[src/rtl/seq_pkg.sv]
package seq_pkg;
    localparam int WORD_W       = 32;
    localparam int CTL_IOC_BIT  = 31;
    localparam int CTL_HOLD_BIT = 30;

    typedef enum logic [1:0] {
        S_IDLE       = 2'd0,
        S_FETCH_ADDR = 2'd1,
        S_FETCH_CTL  = 2'd2,
        S_STREAM     = 2'd3
    } seq_state_t;
endpackage

[src/rtl/ring_ptrs.sv]
module ring_ptrs #(
    parameter int IDX_W = 5
) (
    input  logic             clk,
    input  logic             rst_n,
    input  logic             adv,
    input  logic             lvi_we,
    input  logic [IDX_W-1:0] lvi_val,
    output logic [IDX_W-1:0] cur_idx,
    output logic [IDX_W-1:0] pre_idx,
    output logic [IDX_W-1:0] last_idx,
    output logic             cur_is_last
);
    logic [IDX_W-1:0] cur_q, pre_q, last_q;

    always_ff @(posedge clk) begin
        if (!rst_n) begin
            cur_q  <= '0;
            pre_q  <= '0;
            last_q <= '0;
        end else begin
            if (adv) begin
                cur_q <= pre_q;
                pre_q <= pre_q + 1'b1;
            end
            if (lvi_we) begin
                last_q <= lvi_val;
            end
        end
    end

    assign cur_idx     = cur_q;
    assign pre_idx     = pre_q;
    assign last_idx    = last_q;
    assign cur_is_last = (cur_q == last_q);

    // current follows prefetch through the wrap
    assert_adv_takes_pre_R11: assert property (@(posedge clk) disable iff (!rst_n)
        adv |=> (cur_idx == $past(pre_idx)));
    // last index stored as written (already truncated)
    assert_lvi_store_R2: assert property (@(posedge clk) disable iff (!rst_n)
        lvi_we |=> (last_idx == $past(lvi_val)));
endmodule

[src/rtl/buf_tracker.sv]
module buf_tracker #(
    parameter int AW = 32,
    parameter int LW = 16
) (
    input  logic          clk,
    input  logic          rst_n,
    input  logic          ld_addr,
    input  logic [AW-1:0] ld_addr_val,
    input  logic          ld_len,
    input  logic [LW-1:0] ld_len_val,
    input  logic          take,
    output logic [LW-1:0] rem,
    output logic [AW-1:0] baddr,
    output logic          final_take
);
    localparam logic [AW-1:0] SMP_BYTES = AW'(2);

    logic [LW-1:0] rem_q;
    logic [AW-1:0] addr_q;

    always_ff @(posedge clk) begin
        if (!rst_n) begin
            rem_q  <= '0;
            addr_q <= '0;
        end else begin
            if (ld_addr) begin
                addr_q <= ld_addr_val;
            end else if (take) begin
                addr_q <= addr_q + SMP_BYTES;
            end
            if (ld_len) begin
                rem_q <= ld_len_val;
            end else if (take) begin
                rem_q <= rem_q - 1'b1;
            end
        end
    end

    assign rem        = rem_q;
    assign baddr      = addr_q;
    assign final_take = take && (rem_q == LW'(1));

    // one sample taken lowers the live count by one
    assert_take_counts_R5: assert property (@(posedge clk) disable iff (!rst_n)
        (take && !ld_len) |=> (rem == $past(rem) - 1'b1));
    // never take from an empty buffer
    assert_no_take_empty_R5: assert property (@(posedge clk) disable iff (!rst_n)
        take |-> (rem != '0));
endmodule

[src/rtl/fill_gen.sv]
module fill_gen #(
    parameter int SW = 16
) (
    input  logic          clk,
    input  logic          rst_n,
    input  logic          take,
    input  logic [SW-1:0] take_data,
    input  logic          arm,
    input  logic          arm_hold,
    input  logic          disarm,
    input  logic          fill_on,
    output logic [SW-1:0] fill_data
);
    logic [SW-1:0] last_q;
    logic          hold_q;

    always_ff @(posedge clk) begin
        if (!rst_n) begin
            last_q <= '0;
            hold_q <= 1'b0;
        end else begin
            if (take) begin
                last_q <= take_data;
            end
            if (arm) begin
                hold_q <= arm_hold;
            end else if (disarm) begin
                hold_q <= 1'b0;
            end
        end
    end

    assign fill_data = (fill_on && hold_q) ? last_q : '0;
endmodule

[src/rtl/desc_ring_seq.sv]
module desc_ring_seq #(
    parameter int AW    = 32,
    parameter int IDX_W = 5,
    parameter int LW    = 16,
    parameter int SW    = 16,
    parameter int LVI_W = 8
) (
    input  logic                      clk,
    input  logic                      rst_n,
    input  logic                      base_wr,
    input  logic [AW-1:0]             base_wdata,
    input  logic                      lvi_wr,
    input  logic [LVI_W-1:0]          lvi_wdata,
    input  logic                      run_wr,
    input  logic                      run_wdata,
    output logic                      mem_req,
    output logic [AW-1:0]             mem_addr,
    input  logic                      mem_rvalid,
    input  logic [seq_pkg::WORD_W-1:0] mem_rdata,
    output logic                      smp_ready,
    output logic [AW-1:0]             smp_addr,
    input  logic                      smp_take,
    input  logic [SW-1:0]             smp_data,
    output logic                      fill_en,
    output logic [SW-1:0]             fill_data,
    output logic [IDX_W-1:0]          cur_idx,
    output logic [IDX_W-1:0]          pre_idx,
    output logic [IDX_W-1:0]          last_idx,
    output logic [LW-1:0]             remaining,
    output logic                      halted,
    output logic                      last_flag,
    output logic                      run_active,
    output logic                      ioc_evt,
    output logic                      last_evt
);
    import seq_pkg::*;

    localparam int DESC_SHIFT = 3;
    localparam logic [AW-1:0] CTL_OFS = AW'(4);

    seq_state_t st_q, st_n;
    logic          halted_q, halted_n;
    logic          celv_q, celv_n;
    logic          run_q, run_n;
    logic [AW-1:0] base_q;
    logic          ioc_f_q, ioc_f_n;
    logic          hold_f_q, hold_f_n;
    logic          ioc_q, ioc_n;
    logic          lend_q, lend_n;

    logic adv, ld_addr, ld_len, take_ok, fin_arm, zero_clr;
    logic at_last, final_take;
    logic [LW-1:0] rem;
    logic [AW-1:0] baddr;
    logic [LW-1:0] word_len;

    assign word_len = mem_rdata[LW-1:0];

    ring_ptrs #(.IDX_W(IDX_W)) u_ptrs (
        .clk(clk), .rst_n(rst_n), .adv(adv),
        .lvi_we(lvi_wr), .lvi_val(lvi_wdata[IDX_W-1:0]),
        .cur_idx(cur_idx), .pre_idx(pre_idx), .last_idx(last_idx),
        .cur_is_last(at_last)
    );

    buf_tracker #(.AW(AW), .LW(LW)) u_buf (
        .clk(clk), .rst_n(rst_n),
        .ld_addr(ld_addr), .ld_addr_val({mem_rdata[AW-1:2], 2'b00}),
        .ld_len(ld_len), .ld_len_val(word_len),
        .take(take_ok), .rem(rem), .baddr(baddr), .final_take(final_take)
    );

    fill_gen #(.SW(SW)) u_fill (
        .clk(clk), .rst_n(rst_n), .take(take_ok), .take_data(smp_data),
        .arm(fin_arm), .arm_hold(hold_f_q), .disarm(zero_clr),
        .fill_on(fill_en), .fill_data(fill_data)
    );

    // next-state and strobe logic
    always_comb begin
        st_n     = st_q;
        halted_n = halted_q;
        celv_n   = celv_q;
        run_n    = run_q;
        ioc_f_n  = ioc_f_q;
        hold_f_n = hold_f_q;
        ioc_n    = 1'b0;
        lend_n   = 1'b0;
        adv      = 1'b0;
        ld_addr  = 1'b0;
        ld_len   = 1'b0;
        take_ok  = 1'b0;
        fin_arm  = 1'b0;
        zero_clr = 1'b0;
        if (run_wr) begin
            run_n = run_wdata;
            if (run_wdata) begin
                adv      = 1'b1;
                halted_n = 1'b0;
            end else begin
                halted_n = 1'b1;
                st_n     = S_IDLE;
            end
        end else if (lvi_wr && run_q && halted_q) begin
            adv      = 1'b1;
            halted_n = 1'b0;
        end else begin
            unique case (st_q)
                S_IDLE: begin
                end
                S_FETCH_ADDR: begin
                    if (mem_rvalid) begin
                        ld_addr = 1'b1;
                        st_n    = S_FETCH_CTL;
                    end
                end
                S_FETCH_CTL: begin
                    if (mem_rvalid) begin
                        ld_len   = 1'b1;
                        ioc_f_n  = mem_rdata[CTL_IOC_BIT];
                        hold_f_n = mem_rdata[CTL_HOLD_BIT];
                        if (word_len == '0) begin
                            if (at_last) begin
                                halted_n = 1'b1;
                                zero_clr = 1'b1;
                                st_n     = S_IDLE;
                            end else begin
                                adv = 1'b1;
                            end
                        end else begin
                            st_n = S_STREAM;
                        end
                    end
                end
                S_STREAM: begin
                    if (smp_take) begin
                        take_ok = 1'b1;
                        if (final_take) begin
                            ioc_n = ioc_f_q;
                            if (at_last) begin
                                lend_n   = 1'b1;
                                halted_n = 1'b1;
                                celv_n   = 1'b1;
                                fin_arm  = 1'b1;
                                st_n     = S_IDLE;
                            end else begin
                                adv = 1'b1;
                            end
                        end
                    end
                end
                default: st_n = S_IDLE;
            endcase
        end
        if (adv) begin
            st_n   = S_FETCH_ADDR;
            celv_n = 1'b0;
        end
    end

    // state register
    always_ff @(posedge clk) begin
        if (!rst_n) begin
            st_q     <= S_IDLE;
            halted_q <= 1'b1;
            celv_q   <= 1'b0;
            run_q    <= 1'b0;
            base_q   <= '0;
            ioc_f_q  <= 1'b0;
            hold_f_q <= 1'b0;
            ioc_q    <= 1'b0;
            lend_q   <= 1'b0;
        end else begin
            st_q     <= st_n;
            halted_q <= halted_n;
            celv_q   <= celv_n;
            run_q    <= run_n;
            ioc_f_q  <= ioc_f_n;
            hold_f_q <= hold_f_n;
            ioc_q    <= ioc_n;
            lend_q   <= lend_n;
            if (base_wr) begin
                base_q <= {base_wdata[AW-1:2], 2'b00};
            end
        end
    end

    // outputs
    always_comb begin
        mem_req    = (st_q == S_FETCH_ADDR) || (st_q == S_FETCH_CTL);
        mem_addr   = base_q + (AW'(cur_idx) << DESC_SHIFT)
                   + ((st_q == S_FETCH_CTL) ? CTL_OFS : '0);
        smp_ready  = (st_q == S_STREAM);
        smp_addr   = baddr;
        fill_en    = run_q && halted_q;
        remaining  = rem;
        halted     = halted_q;
        last_flag  = celv_q;
        run_active = run_q;
        ioc_evt    = ioc_q;
        last_evt   = lend_q;
    end

    // a fetch only runs on a live channel
    assert_fetch_not_halted_R3: assert property (@(posedge clk) disable iff (!rst_n)
        mem_req |-> !halted);
    // the last-buffer pulse coincides with a halted, flagged channel
    assert_last_evt_halts_R7: assert property (@(posedge clk) disable iff (!rst_n)
        last_evt |-> (halted && last_flag && !smp_ready));
    // completion is a single-cycle pulse
    assert_ioc_single_R6: assert property (@(posedge clk) disable iff (!rst_n)
        ioc_evt |=> !ioc_evt);
    // fill never overlaps a fetch or a live buffer
    assert_fill_idle_R10: assert property (@(posedge clk) disable iff (!rst_n)
        fill_en |-> (!mem_req && !smp_ready));
    // an index write on a halted running channel restarts it
    assert_restart_R8: assert property (@(posedge clk) disable iff (!rst_n)
        (lvi_wr && run_active && halted && !run_wr) |=> (mem_req && !halted));
endmodule

[config.mk]
export PLATFORM = sky130hd
export DESIGN_NAME = desc_ring_seq
export DESIGN_NICKNAME = d
export VERILOG_FILES = /design/src/rtl/seq_pkg.sv /design/src/rtl/ring_ptrs.sv /design/src/rtl/buf_tracker.sv /design/src/rtl/fill_gen.sv /design/src/rtl/desc_ring_seq.sv
export SDC_FILE = /design/constraint.sdc
export NUM_CORES = 1
export LEC_CHECK = 0
export BUFFER_PORTS_ARGS = -buffer_cell sky130_fd_sc_hd__buf_2
export CAP_MARGIN = 0
export CORE_MARGIN = 1.5
export CORE_UTILIZATION = 55
export CTS_CLUSTER_DIAMETER = 80
export DETAILED_ROUTE_END_ITERATION = 8
export PLACE_DENSITY = 0.86
export SLEW_MARGIN = 30
export SYNTH_ARGS = -nofsm -noshare
export SYNTH_HDL_FRONTEND = slang
export SYNTH_SLANG_ARGS = --single-unit
[constraint.sdc]
create_clock -name clk -period 4.51 [get_ports clk]
set_input_delay 0.2255 -clock clk [delete_from_list [all_inputs] [get_ports clk]]
set_output_delay 0.2255 -clock clk [all_outputs]
set_load 0.02 [all_outputs]
==> Yosys cells after proc, flatten, opt, wreduce, memory -nomap -nowiden <==
Cells that the tools add are included.
{ "totals": {"romBits": 0, "mem_bits_rw": 0, "input_bits": 96, "mem_count": 0, "reg_bits": 119, "wordCells": 130, "latchBits": 0} }
{ "classes": {"n_addsub": 5, "div": 0, "shift": 0, "n_bitwise": 6, "magnitude_cmp": 0, "n_reduce_logical": 21, "eq_ne": 21, "n_mul": 0, "n_mux": 59} }
{ "op_table": {"columns": ["operator", "count"], "rows": [
  ["$mux 32", 2],
  ["$mux 16", 3],
  ["$mux 1", 41],
  ["$add 32x2->32 const B", 1],
  ["$add 32x3->32", 1],
  ["$add 32x8->32", 1],
  ["$mux 2", 9],
  ["$eq 16x1->1 const B", 1],
  ["$logic_not 16->1", 1],
  ["$ne 4x2->1 const B", 4],
  ["$ne 4x4->1 const B", 4],
  ["$sub 16x1->16 const B", 1],
  ["$reduce_and 7->1", 2],
  ["$ne 3x2->1 const B", 3],
  ["$ne 3x3->1 const B", 3],
  ["$reduce_bool 4->1", 2],
  ["$not 1->1", 6],
  ["$pmux 2 s3", 1],
  ["$reduce_and 6->1", 1],
  ["$reduce_bool 2->1", 3],
  ["$reduce_or 6->1", 1],
  ["$add 5x1->5 const B", 1],
  ["$eq 5x5->1", 1],
  ["$logic_and 1x1->1", 5],
  ["10 further kinds", 14]
]} }

==> Longest topological paths before layout <==
{ "logic_depth": {"ltp_word": 12, "ltp_mapped": 12, "ltp_nobuf": 11} }

==> Cells and area by module <==
Synthesis repeated with hierarchy kept, for this count alone.
{ "hier_totals": {"cells_unflattened": 786, "area_unflattened_um2": 6819.0} }
{ "modules_own_cells": {"columns": ["mod", "instances", "cells_per_inst", "seq_area_each_um2", "area_per_inst_um2"], "rows": [
  ["buf_tracker", 1, 366, 960.9, 2885.3],
  ["desc_ring_seq", 1, 289, 780.7, 2513.7],
  ["fill_gen", 1, 72, 340.3, 765.7],
  ["ring_ptrs", 1, 59, 300.3, 654.4]
]} }

==> Worst setup path before layout <==
OpenSTA, ideal clock, no wires.
{ "synth_timing": {"path_kind": "flip-flop to output port", "startpoint": "register st_q[0]", "endpoint": "output mem_addr[12]", "required_ns": 4.285, "path_slack_ns": 1.710, "t_arrival_ns": 2.574, "path_buffers": 1, "stages_incl_launch_ff": 13, "path_cell_list": "dfxtp_1 > inv_1 > ha_1 > ha_1 > inv_1 > fa_1 > nor2b_1 > o21ai_0 > a21boi_1 > o21a_1 > clkbuf_1 > o21ai_0 > xnor2_1"} }
{ "synth_via": {"elab_chain_cells": 3} }
{ "synth_rtl": {"columns": ["element", "line", "rtl"], "rows": [
  ["from (decl)", "desc_ring_seq.sv:41", "seq_state_t st_q, st_n;"],
  ["from (signal assigned)", "desc_ring_seq.sv:174", "st_q <= st_n;"],
  ["$eq 2x2->1", "desc_ring_seq.sv:192", "+ ((st_q == S_FETCH_CTL) ? CTL_OFS : '0);"],
  ["$mux 3", "desc_ring_seq.sv:192", null],
  ["$add 32x3->32", "desc_ring_seq.sv:192", null],
  ["to (decl)", "desc_ring_seq.sv:17", "output logic [AW-1:0] mem_addr,"]
]} }
Every way passes these cells.

==> Worst setup path after layout <==
{ "layout_timing": {"startpoint": "register st_q[1]", "endpoint": "output mem_addr[28]"} }
The elaborated chain is that of the path after synthesis.

==> run_results.csv <==
group,metric,value,unit
setup_path,cp.required,4280,ps
power,switching_share,0.2348,
finish,syn_to_final_growth,26.88,%
finish,seq_area,2362,um2
finish,final_common_cell,"buf_2",
clocking,clock_path_buffers,2,
logic_synthesis,async_reset_ff_frac,0,
timing,slew_headroom,0.3422,
finish,final_util,0.7111,
timing,hold_viol,0,
placed_design,hpwlAfterDp,12650,um
placed_design,gp_congestion,0.9511,
timing,skew,6.091,ps
logic_synthesis,synth_edf_count,0,
route,drt-initial-drc-count,597,
timing,setup_ws,904.4,ps
power,comb_power_share,0.104,
power,finalPower,2.939,mW
global_routing,grt_first_pass_wirelength,29660,um
clocking,cts.sinks,118,
setup_path,max_stage_delay,450,ps
finish,multi_input_area,3756,um2
route,drc,0,
timing,fmax,277.3,MHz
power,p_switching,690.3,uW
power,power-per-cell-area,363.5,nW/um2
finish,mostFrequentLayoutCells,"buf_2 (206), dfxtp_1 (118), nor2_1 (108)",
finish,fin_area,8085,um2
setup_path,path_delay_family,"adder cells",
logic_synthesis,synth_cell_types,60,
timing,tns,0,ps
global_routing,grt_pass1_vias,5939,
logic_synthesis,syn_area_per_cell,8.107,um2
logic_synthesis,synth_cells,786,
timing,slew_violations,0,
worst_hold_path,hold_path.class,"input pin to flop",
timing,setup_viol,0,
route,drt_wl_total,18450,um
finish,nets,1080,
setup_path,cp-start-kind,"flop",
setup_path,path_class,"flop to output pin",
route,viasPerCell,5.903,
power,pwr-share-seq,0.380,
logic_synthesis,yosysWarnings,0,
clocking,clock-root-buffer,"clkbuf_16",
logic_synthesis,yosysSeqAreaShare,0.3707,
floorplan,rows,39,
clocking,cts_tree,"built",
floorplan,floorplan.initialDensity,0.5605,
placed_design,dpl.cell_count,1094,
timing,rsz0062_at_grt,"false",
global_routing,track_usage,0.2959,
route,wl_per_cell,16.37,um
clocking,clk_latency,420,ps
logic_synthesis,ys_seq_elements,118,
setup_path,path_common_cell,"ha_1",
setup_path,path_cells,"ha_1 -> ha_1 -> inv_1 -> fa_1 -> nor2b_1 -> o21ai_0 -> a21boi_1 -> o21a_1 -> o211ai_1 -> xnor2_1 -> buf_2",
clocking,holdBufCountCts,0,
setup_path,critPathArrivalTime,3380,ps
clocking,ctsHtreeMaxLevel,4,
placed_design,portBuffers,206,
placed_design,dpl_cell_area,7427,um2
global_routing,antenna_found_initial,2,
clocking,numCtsBuffers,17,
setup_path,cp-end-kind,"output pin",
placed_design,dp_slack,1395,ps
route,vias,6653,
setup_path,path_max_fanout,12,
power,p_int,2.249,mW
clocking,path_clk_slew,50,ps
finish,final_layout_size_suffix_gt1_frac,0.2513,
timing,fin_crit,3606,ps
floorplan,die_area,12240,um2
floorplan,ioPinCount,215,
global_routing,overflow,0,
timing,finalCritPeriodShare,0.7995,
clocking,post_cts_buffers,0,
power,leakage,3.630,nW
finish,fin_cells,1127,
floorplan,core,11370,um2
timing,fin_hold_ws,40.44,ps
power,clockPowerShare,0.516,
timing,worst-slew-pin-transition,986.6,ps
setup_path,cpMaxStageDelayCell,"o21a_1",
finish,n_fill_cell,913,
route,first_pass_iters,5,
clocking,cts_resized,0,
global_routing,grt_start_max_net_pins,83,
route,ant_nets,0,
floorplan,chipHeight,110.6,um
run_status,outcome,"finished clean",
floorplan,die_x,110.6,um
setup_path,crit_buf_inv,2,
job,cap_violations,0,
logic_synthesis,netlist_area,6372,um2
power,peakVddDrop,419.1,uV
logic_synthesis,ys.flop_type,"dfxtp_1",
final cells by class:
| type | instances | area share |
|---|---|---|
| Antenna cell | 1 | 0.0003095 |
| Clock buffer | 23 | 0.05664 |
| Clock inverter | 9 | 0.02445 |
| Inverter | 17 | 0.008511 |
| Multi-Input combinational cell | 606 | 0.4646 |
| Sequential cell | 118 | 0.2922 |
| Tap cell | 143 | 0.02213 |
| Timing Repair Buffer | 210 | 0.1312 |
power groups by stage:
stage | Clock, mW | Sequential [mW] | Combinational [mW]
2_1_floorplan | 0 | 1.15 | 0.176
3_3_place_gp | 0 | 1.14 | 0.295
3_5_place_dp | 0 | 1.14 | 0.301
4_1_cts | 1.53 | 1.12 | 0.304
5_1_grt | 1.58 | 1.12 | 0.330
6_report | 1.52 | 1.12 | 0.307
Yosys cell counts (all sizes together) (2+ instances only):
| master | n | area share |
|---|---|---|
| a211oi | 3 | 0.0043 |
| a21o | 3 | 0.0035 |
| a21oi | 55 | 0.044 |
| a221oi | 19 | 0.026 |
| a222oi | 3 | 0.0047 |
| a22oi | 4 | 0.0047 |
| a31o | 2 | 0.0027 |
| a31oi | 6 | 0.0069 |
| a32oi | 2 | 0.0027 |
| and2 | 22 | 0.022 |
| and3 | 23 | 0.023 |
| and4 | 3 | 0.0041 |
| buf | 10 | 0.0096 |
| clkbuf | 37 | 0.022 |
| dfxtp | 118 | 0.37 |
| ha | 13 | 0.026 |
| inv | 16 | 0.0094 |
| mux2i | 43 | 0.068 |
| nand2 | 76 | 0.045 |
| nand2b | 2 | 0.0020 |
| nand3 | 27 | 0.021 |
| nand3b | 2 | 0.0024 |
| nand4 | 7 | 0.0069 |
| nand4b | 2 | 0.0027 |
| nor2 | 109 | 0.064 |
| nor2b | 3 | 0.0029 |
| nor3 | 24 | 0.019 |
| nor3b | 3 | 0.0035 |
| nor4 | 15 | 0.015 |
| o211ai | 11 | 0.013 |
| o21ai | 28 | 0.022 |
| o22ai | 4 | 0.0039 |
| o31a | 2 | 0.0027 |
| o32ai | 6 | 0.0094 |
| or2 | 5 | 0.0049 |
| or3 | 6 | 0.0059 |
| or4 | 5 | 0.0065 |
| xnor2 | 43 | 0.059 |
| xor2 | 13 | 0.018 |
worst register-to-register path: stages, from the launching register on:
cell and delay, ps:
dfxtp_1 400, ha_1 390, and3_1 880, nand2_1 530
nor4_1 470, a221oi_1 110, nor2_1 130
registers in the layout, indices dropped and copies added, names as in the netlist:
register         count
hold_f_q             1
u_buf.baddr         31
last_evt             1
u_buf.rem           16
u_fill.hold_q        1
ioc_f_q              1
u_ptrs.last_idx      5
u_fill.last_q       16
last_flag            1
u_ptrs.pre_idx       5
st_q                 2
base_q              30
ioc_evt              1
halted               1
run_active           1
u_ptrs.cur_idx       5
metal layers:
layer,routed length (um),GRT usage
met1,7537,0.3782
met5,13,0
met3,1681,0.07080
met4,475,0.1154
met2,8736,0.4827
path summary, 6_finish.rpt:
path | from | to | slack, ps | depth (start not counted)
setup / recovery | st_q[1] | mem_addr[28] | 900 | 11
hold / removal | base_wdata[9] | base_q[9] | 40 | 3
setup reg to reg | st_q[1] | u_buf.baddr[6] | 1540 | 6
hold reg to reg | u_fill.last_q[6] | u_fill.last_q[6] | 450 | 2
cell families after synthesis:
kind of cell | Yosys count | share of synthesized area
buffers and inverters | 64 | 0.04143
and+or+nand+nor | 335 | 0.2511
other | 1 | 0.0005885
adders and majority gates | 14 | 0.02867
AOI/OAI and AO/OA | 155 | 0.1630
xor gates and xnor gates | 56 | 0.07697
DFF | 118 | 0.3707
muxes | 43 | 0.06754
Power figures use the tool's default switching activity.
